`src/rtl/otm_pkg.sv`:
```
package otm_pkg;

    typedef enum logic [1:0] {
        CLR_NONE = 2'b00,
        CLR_FALL = 2'b01,
        CLR_RISE = 2'b10,
        CLR_BOTH = 2'b11
    } clr_sel_e;

    // Packed so that the first member lands in bit 7.
    typedef struct packed {
        logic       flag_hi;   // bit 7
        logic       flag_lo;   // bit 6
        logic       ovf_ie;    // bit 5
        logic       edge_pol;  // bit 4
        logic [1:0] clr_sel;   // bits 3:2
        logic [1:0] clk_sel;   // bits 1:0
    } ctrl_t;

endpackage

```
`src/rtl/otm_prescaler.sv`:
```
module otm_prescaler #(
    parameter int DIV_0 = 64,
    parameter int DIV_1 = 32,
    parameter int DIV_2 = 16,
    parameter int DIV_3 = 4
) (
    input  logic       clk,
    input  logic       rst_n,
    input  logic [1:0] clk_sel_i,
    output logic       tick_o
);
    localparam int MAX_01  = (DIV_0 > DIV_1) ? DIV_0 : DIV_1;
    localparam int MAX_23  = (DIV_2 > DIV_3) ? DIV_2 : DIV_3;
    localparam int DIV_MAX = (MAX_01 > MAX_23) ? MAX_01 : MAX_23;
    localparam int PRE_W   = (DIV_MAX > 2) ? $clog2(DIV_MAX) : 1;
    localparam logic [PRE_W-1:0] MASK_0 = PRE_W'(DIV_0 - 1);
    localparam logic [PRE_W-1:0] MASK_1 = PRE_W'(DIV_1 - 1);
    localparam logic [PRE_W-1:0] MASK_2 = PRE_W'(DIV_2 - 1);
    localparam logic [PRE_W-1:0] MASK_3 = PRE_W'(DIV_3 - 1);

    typedef struct packed {
        logic [PRE_W-1:0] pre;
    } pre_st_t;

    pre_st_t          st_d, st_q;
    logic [PRE_W-1:0] mask;

    always_comb begin
        st_d     = st_q;
        st_d.pre = st_q.pre + PRE_W'(1);
        case (clk_sel_i)
            2'd0:    mask = MASK_0;
            2'd1:    mask = MASK_1;
            2'd2:    mask = MASK_2;
            default: mask = MASK_3;
        endcase
        tick_o = ((st_q.pre & mask) == mask);
    end

    always_ff @(posedge clk or negedge rst_n) begin
        if (!rst_n) st_q <= '0;
        else        st_q <= st_d;
    end

    // with an unchanged select, two enables are never adjacent
    a_r2_tick_gap: assert property (@(posedge clk) disable iff (!rst_n)
        (tick_o && clk_sel_i == 2'd3) |=> !(tick_o && clk_sel_i == 2'd3))
        else $error("enable held two cycles");

endmodule

```
`src/rtl/otm_capture_sync.sv`:
```
module otm_capture_sync #(
    parameter int STAGES = 2
) (
    input  logic clk,
    input  logic rst_n,
    input  logic cap_i,
    output logic level_o,
    output logic rise_o,
    output logic fall_o
);
    typedef struct packed {
        logic [STAGES-1:0] sh;
        logic              prev;
    } sync_st_t;

    sync_st_t st_d, st_q;

    always_comb begin
        st_d      = st_q;
        st_d.sh   = {st_q.sh[STAGES-2:0], cap_i};
        st_d.prev = st_q.sh[STAGES-1];
        level_o   = st_q.sh[STAGES-1];
        rise_o    = st_q.sh[STAGES-1] & ~st_q.prev;
        fall_o    = ~st_q.sh[STAGES-1] & st_q.prev;
    end

    always_ff @(posedge clk or negedge rst_n) begin
        if (!rst_n) st_q <= '0;
        else        st_q <= st_d;
    end

    // edge indications last one cycle
    a_r10_rise_single: assert property (@(posedge clk) disable iff (!rst_n)
        rise_o |=> !rise_o) else $error("rise held");
    a_r10_fall_single: assert property (@(posedge clk) disable iff (!rst_n)
        fall_o |=> !fall_o) else $error("fall held");

endmodule

```
`src/rtl/otm_counter.sv`:
```
module otm_counter #(
    parameter int CNT_W = 8
) (
    input  logic             clk,
    input  logic             rst_n,
    input  logic             tick_i,
    input  logic             clr_i,
    output logic [CNT_W-1:0] cnt_o,
    output logic             ovf_o
);
    typedef struct packed {
        logic [CNT_W-1:0] cnt;
    } cnt_st_t;

    cnt_st_t st_d, st_q;

    always_comb begin
        st_d  = st_q;
        ovf_o = tick_i & ~clr_i & (&st_q.cnt);
        if (clr_i)       st_d.cnt = '0;
        else if (tick_i) st_d.cnt = st_q.cnt + CNT_W'(1);
        cnt_o = st_q.cnt;
    end

    always_ff @(posedge clk or negedge rst_n) begin
        if (!rst_n) st_q <= '0;
        else        st_q <= st_d;
    end

    // a wrap leaves zero
    a_r3_wrap_to_zero: assert property (@(posedge clk) disable iff (!rst_n)
        ovf_o |=> (cnt_o == '0)) else $error("wrap not zero");
    // a clear leaves zero
    a_r9_clear_zero: assert property (@(posedge clk) disable iff (!rst_n)
        clr_i |=> (cnt_o == '0)) else $error("clear not zero");
    // the counter only steps by one or falls to zero
    a_r2_step_one: assert property (@(posedge clk) disable iff (!rst_n)
        !$stable(cnt_o) |-> ((cnt_o == CNT_W'($past(cnt_o) + CNT_W'(1))) || (cnt_o == '0)))
        else $error("counter jumped");

endmodule

```
`src/rtl/otm_ctrl_reg.sv`:
```
module otm_ctrl_reg
    import otm_pkg::*;
(
    input  logic       clk,
    input  logic       rst_n,
    input  logic       wr_i,
    input  logic       rd_i,
    input  logic [7:0] wdata_i,
    input  logic       ovf_i,
    input  logic       cap_lvl_i,
    input  logic       interval_i,
    output logic [7:0] rdata_o,
    output ctrl_t      ctrl_o,
    output logic       ovf_irq_o
);
    typedef struct packed {
        ctrl_t ctrl;
        logic  arm_hi;
        logic  arm_lo;
    } reg_st_t;

    reg_st_t st_d, st_q;
    ctrl_t   wr_view;
    logic    set_hi, set_lo, clr_hi, clr_lo;

    always_comb begin
        wr_view = ctrl_t'(wdata_i);
        set_hi  = ovf_i & cap_lvl_i & ~interval_i;
        set_lo  = ovf_i & (~cap_lvl_i | interval_i);
        clr_hi  = wr_i & ~wr_view.flag_hi & st_q.arm_hi;
        clr_lo  = wr_i & ~wr_view.flag_lo & st_q.arm_lo;

        st_d = st_q;
        if (wr_i) begin
            st_d.ctrl.ovf_ie   = wr_view.ovf_ie;
            st_d.ctrl.edge_pol = wr_view.edge_pol;
            st_d.ctrl.clr_sel  = wr_view.clr_sel;
            st_d.ctrl.clk_sel  = wr_view.clk_sel;
        end

        // flag updates: hardware set wins over an armed clear
        if (set_hi)      st_d.ctrl.flag_hi = 1'b1;
        else if (clr_hi) st_d.ctrl.flag_hi = 1'b0;
        if (set_lo)      st_d.ctrl.flag_lo = 1'b1;
        else if (clr_lo) st_d.ctrl.flag_lo = 1'b0;

        // arming follows a read that observed the flag at 1
        if (clr_hi && !set_hi)             st_d.arm_hi = 1'b0;
        else if (rd_i && st_q.ctrl.flag_hi) st_d.arm_hi = 1'b1;
        if (clr_lo && !set_lo)             st_d.arm_lo = 1'b0;
        else if (rd_i && st_q.ctrl.flag_lo) st_d.arm_lo = 1'b1;

        rdata_o   = st_q.ctrl;
        ctrl_o    = st_q.ctrl;
        ovf_irq_o = st_q.ctrl.ovf_ie & (st_q.ctrl.flag_hi | st_q.ctrl.flag_lo);
    end

    always_ff @(posedge clk or negedge rst_n) begin
        if (!rst_n) st_q <= '0;
        else        st_q <= st_d;
    end

    // the high flag only rises after a high-level wrap
    a_r5_hi_rise_src: assert property (@(posedge clk) disable iff (!rst_n)
        $rose(rdata_o[7]) |-> $past(ovf_i && cap_lvl_i && !interval_i))
        else $error("high flag rose without wrap");
    // the low flag only rises after a low-level or interval wrap
    a_r5_lo_rise_src: assert property (@(posedge clk) disable iff (!rst_n)
        $rose(rdata_o[6]) |-> $past(ovf_i && (!cap_lvl_i || interval_i)))
        else $error("low flag rose without wrap");
    // a flag only falls after an armed zero write
    a_r6_hi_fall_armed: assert property (@(posedge clk) disable iff (!rst_n)
        $fell(rdata_o[7]) |-> $past(wr_i && !wdata_i[7] && st_q.arm_hi))
        else $error("high flag fell unarmed");
    a_r6_lo_fall_armed: assert property (@(posedge clk) disable iff (!rst_n)
        $fell(rdata_o[6]) |-> $past(wr_i && !wdata_i[6] && st_q.arm_lo))
        else $error("low flag fell unarmed");
    // a wrap always leaves its flag set
    a_r7_hi_set_wins: assert property (@(posedge clk) disable iff (!rst_n)
        (ovf_i && cap_lvl_i && !interval_i) |=> rdata_o[7])
        else $error("high flag lost to clear");
    a_r7_lo_set_wins: assert property (@(posedge clk) disable iff (!rst_n)
        (ovf_i && (!cap_lvl_i || interval_i)) |=> rdata_o[6])
        else $error("low flag lost to clear");

endmodule

```
`src/rtl/ovf_capture_timer.sv`:
```
module ovf_capture_timer
    import otm_pkg::*;
#(
    parameter int CNT_W       = 8,
    parameter int SYNC_STAGES = 2,
    parameter int DIV_0       = 64,
    parameter int DIV_1       = 32,
    parameter int DIV_2       = 16,
    parameter int DIV_3       = 4
) (
    input  logic             clk,
    input  logic             rst_n,
    input  logic             interval_mode_i,
    input  logic             cap_i,
    input  logic             reg_wr_i,
    input  logic             reg_rd_i,
    input  logic [7:0]       reg_wdata_i,
    output logic [7:0]       reg_rdata_o,
    output logic [CNT_W-1:0] count_o,
    output logic             ovf_irq_o,
    output logic             cap_irq_o
);
    ctrl_t    ctrl;
    clr_sel_e clr_sel;
    logic     tick, cap_lvl, cap_rise, cap_fall, edge_clr, ovf;

    otm_prescaler #(
        .DIV_0(DIV_0), .DIV_1(DIV_1), .DIV_2(DIV_2), .DIV_3(DIV_3)
    ) u_pre (
        .clk       (clk),
        .rst_n     (rst_n),
        .clk_sel_i (ctrl.clk_sel),
        .tick_o    (tick)
    );

    otm_capture_sync #(.STAGES(SYNC_STAGES)) u_sync (
        .clk     (clk),
        .rst_n   (rst_n),
        .cap_i   (cap_i),
        .level_o (cap_lvl),
        .rise_o  (cap_rise),
        .fall_o  (cap_fall)
    );

    always_comb begin
        clr_sel = clr_sel_e'(ctrl.clr_sel);
        case (clr_sel)
            CLR_FALL: edge_clr = cap_fall;
            CLR_RISE: edge_clr = cap_rise;
            CLR_BOTH: edge_clr = cap_rise | cap_fall;
            default:  edge_clr = 1'b0;
        endcase
        if (interval_mode_i) edge_clr = 1'b0;
        cap_irq_o = ctrl.edge_pol ? cap_rise : cap_fall;
    end

    otm_counter #(.CNT_W(CNT_W)) u_cnt (
        .clk    (clk),
        .rst_n  (rst_n),
        .tick_i (tick),
        .clr_i  (edge_clr),
        .cnt_o  (count_o),
        .ovf_o  (ovf)
    );

    otm_ctrl_reg u_reg (
        .clk        (clk),
        .rst_n      (rst_n),
        .wr_i       (reg_wr_i),
        .rd_i       (reg_rd_i),
        .wdata_i    (reg_wdata_i),
        .ovf_i      (ovf),
        .cap_lvl_i  (cap_lvl),
        .interval_i (interval_mode_i),
        .rdata_o    (reg_rdata_o),
        .ctrl_o     (ctrl),
        .ovf_irq_o  (ovf_irq_o)
    );

    // the capture interrupt is a single-cycle pulse
    a_r10_irq_pulse: assert property (@(posedge clk) disable iff (!rst_n)
        cap_irq_o |=> !cap_irq_o) else $error("capture irq held");
    // interval mode never lets an edge clear the counter
    a_r9_interval_no_clear: assert property (@(posedge clk) disable iff (!rst_n)
        (interval_mode_i && count_o != '1 && count_o != '0) |=> (count_o != '0))
        else $error("interval clear");

endmodule

```
`config.mk`:
```
export PLATFORM = sky130hd
export DESIGN_NAME = ovf_capture_timer
export DESIGN_NICKNAME = d
export VERILOG_FILES = /design/src/rtl/otm_pkg.sv /design/src/rtl/otm_prescaler.sv /design/src/rtl/otm_capture_sync.sv /design/src/rtl/otm_counter.sv /design/src/rtl/otm_ctrl_reg.sv /design/src/rtl/ovf_capture_timer.sv
export SDC_FILE = /design/constraint.sdc
export NUM_CORES = 1
export LEC_CHECK = 0
export ABC_AREA = 1
export CAP_MARGIN = 30
export CORE_ASPECT_RATIO = 1.25
export CORE_MARGIN = 1
export CORE_UTILIZATION = 50
export CTS_CLUSTER_SIZE = 24
export DETAILED_ROUTE_END_ITERATION = 12
export PLACE_DENSITY = 0.8
export SLEW_MARGIN = 20
export SYNTH_ARGS = -nofsm -noshare
export SYNTH_HDL_FRONTEND = slang
export SYNTH_SLANG_ARGS = --single-unit
```
`constraint.sdc`:
```
create_clock -name clk -period 4.1 [get_ports clk]
set_input_delay 1.23 -clock clk [delete_from_list [all_inputs] [get_ports clk]]
set_output_delay 1.23 -clock clk [all_outputs]
set_load 0.02 [all_outputs]
```
==> run summary <==
VDD IR max: 0.271 mV
DRC: 0
commonest non-fill, non-tap cell in the layout: clkdlybuf4s50_1
Hold Path Class: register to register
H-tree Lvls: 1
Post-DRT Antenna Nets: 0
final-report hold violation count: 0
area occupied by registers: 676 um^2
CTS root buffer: clkbuf_4
combinational fraction of design power: 21.7%
total global routing overflow: 0
status: completed
Max FO, Critical Path: 3
CTS buffer count: 3
Slew HR: 72.2%
Mapped Nets: 165
Fmax: 345 MHz
Syn Std Cell Area: 1350 um^2
global-route wire length before repair: 4220 um
async set-or-reset flop fraction in the synthesized netlist: 100%
Worst R2R Start: u_sync.level_o
slowest cell on the critical path: clkdlybuf4s50_1
dominant synthesized flop cell: dfrtp_1
Final setup viols: 0
global routing met1 resource utilization: 22.2%
Multi-input gate area: 528 um^2
Site Rows: 20
syn avg cell area: 9.16 um^2
Clock Path Buffers: 2
I/O Buffers: 31
number of synthesized flops with an enable pin: 0
setup slack after layout: 1210 ps
core area: 2500 um^2
Max Slew Vio Count: 0
crit-path most repeated cell: nand2_1
Worst setup EP type: output pin
Worst Hold Endpoint: u_sync.level_o
vias in the first global route: 1024
Die Area: 2910 um^2
met3 Use GR: 2.80%
Switch Pwr: 0.152 mW
Clock Power Share: 20.6%
Die X: 48.4 um
leakage: 0.726 nW
gr usage total: 19.1%
critical path's largest stage delay: 590 ps
PostCTS Resize Cnt: 0
TritonCTS clock tree: built
RePlAce Congestion: 0.820
post-layout net count: 192
Critical Path RT: 2870 ps
GR peak layer: met2
drt via density: 5.13
worst reg2reg setup slack: 2480 ps
Fillers: 217
Synth cell types: 25
Cells after Synth: 147
CTS Sinks: 27
internal power: 0.381 mW
met2 Use GR: 35.8%
Clock Latency Late Sink: 310 ps
skew final: 15.0 ps
via count: 1056
Area Growth Syn to Fin: 23.3%
Initial Utilization: 53.8%
RSZ-0062 raised after global routing: no
Max Cap Violations: 0
startpoint types: register
P per Cell Area: 321 nW/um^2
Worst Reg-to-Reg Cells: 8
switching portion of total power: 28.6%
Routed WL: 2510 um
Min-Delay Startpoint: u_sync.st_d[2]
critical path class: register to output pin
share of post-route cells with drive strength above 1: 9.83%
CP arrival: 1660 ps
Min Clock Period, post-route: 2890 ps
Die H: 60.0 um
hold_buf cts: 0
worst slack, placed: 1540 ps
antenna violations before repair: 0
fin crit share: 70.6%
Worst Hold Depth: 0
register share of total power: 57.7%
Total Power: 0.533 mW
Reg2Reg Capture Point: u_cnt.cnt_o[0]
Yosys reg bits: 27
DR WL/cell: 12.2 um
setup TNS: 0 ps
Cell Chain, Critical Path: inv_1 > ha_1 > nand2_1 > nand2_1 > clkdlybuf4s50_1
I/O Pins: 32
initial drt markers: 19
measured slew at the worst slew-check pin: 416 ps
sequential area share after synthesis: 50.2%
diodes inserted: 0
pin count of the biggest net entering global routing: 28
Synth Warn #: 0
clock slew seen by the registers of the worst setup and hold paths: 120 ps
DRT Pass-1 Iters: 4
most frequent cells in the layout: 31 x clkdlybuf4s50_1, 29 x nand2_1, 27 x dfrtp_1
DP HPWL: 1890 um
Post-CTS Setup Bufs: 0
metal layers:
layer / up-vias / wire length [um]
li1: 516 / -
met1: 502 / 1150
met2: 36 / 1210
met3: 2 / 123
met4: 0 / 23
met5: - / 0
critical path: cells and delay by family (launching register included):
kind	cells	cell delay, ps
buffers and inverters	2	680
DFF	1	420
adders and majority gates	1	160
and+or+nand+nor	2	110
registers in the layout, indices dropped and copies added, names as in the netlist:
| name | flops |
|---|---|
| u_sync.st_q | 1 |
| u_sync.st_d | 1 |
| u_cnt.cnt_o | 8 |
| u_reg.st_q | 2 |
| u_sync.level_o | 1 |
| u_reg.ctrl_o | 8 |
| u_pre.st_q | 6 |
power by group through the flow:
stage | clock network [mW] | logic [mW] | registers, mW
2_1_floorplan | 0 | 0.0612 | 0.317
3_3_place_gp | 0 | 0.114 | 0.310
3_5_place_dp | 0 | 0.116 | 0.313
4_1_cts | 0.112 | 0.117 | 0.308
5_1_grt | 0.121 | 0.126 | 0.312
6_report | 0.110 | 0.116 | 0.308
layout make-up:
| class | instances | share of cell area [%] |
|---|---|---|
| clock buffers | 4 | 1.58 |
| flip-flops and latches | 27 | 40.7 |
| inverters | 19 | 4.30 |
| repair buffers | 32 | 19.1 |
| well taps | 33 | 2.49 |
| multi-input cells | 91 | 31.8 |
cell families after synthesis:
group	share of synthesized area, %
AOI/OAI and AO/OA	10.8
and+or+nand+nor	21.3
DFF	50.2
muxes	0.836
xor gates and xnor gates	2.60
adders and majority gates	3.72
buffers and inverters	10.6
worst max-delay path by stage:
| stage | start | end | slack, ps |
|---|---|---|---|
| after global routing | u_sync.level_o | cap_irq_o | 1140 |
| after detailed placement | u_sync.level_o | cap_irq_o | 1540 |
| final | u_sync.level_o | cap_irq_o | 1210 |
| after global placement | u_sync.level_o | cap_irq_o | 1580 |
| after CTS | u_sync.level_o | cap_irq_o | 1190 |
| after floorplan | u_sync.level_o | cap_irq_o | 2080 |
synth_stat cells (all sizes together), types with 2 or more instances:
library cell,n,area [um^2]
nand2,31,126
dfrtp,27,676
inv,19,71.3
a21oi,13,72.6
o21ai,13,65.1
nand3,11,70.1
buf,9,67.6
nor2,7,48.8
ha,4,50.1
nor3,3,15.0
xnor2,3,26.3
nand4,2,18.8
per-stage QoR:
| stage | cells | instance area (um^2) | hold WS (ps) | utilization [%] |
|---|---|---|---|---|
| after floorplan | 147 | 1350 | 331 | - |
| after global placement | 202 | 1630 | 337 | 65.3 |
| after detailed placement | 202 | 1630 | 336 | 65.3 |
| after CTS | 206 | 1660 | 365 | 66.4 |
| after global routing | 206 | 1660 | 376 | 66.4 |
| final | 206 | 1660 | 364 | 66.4 |
(Power assumes the default switching activity.)
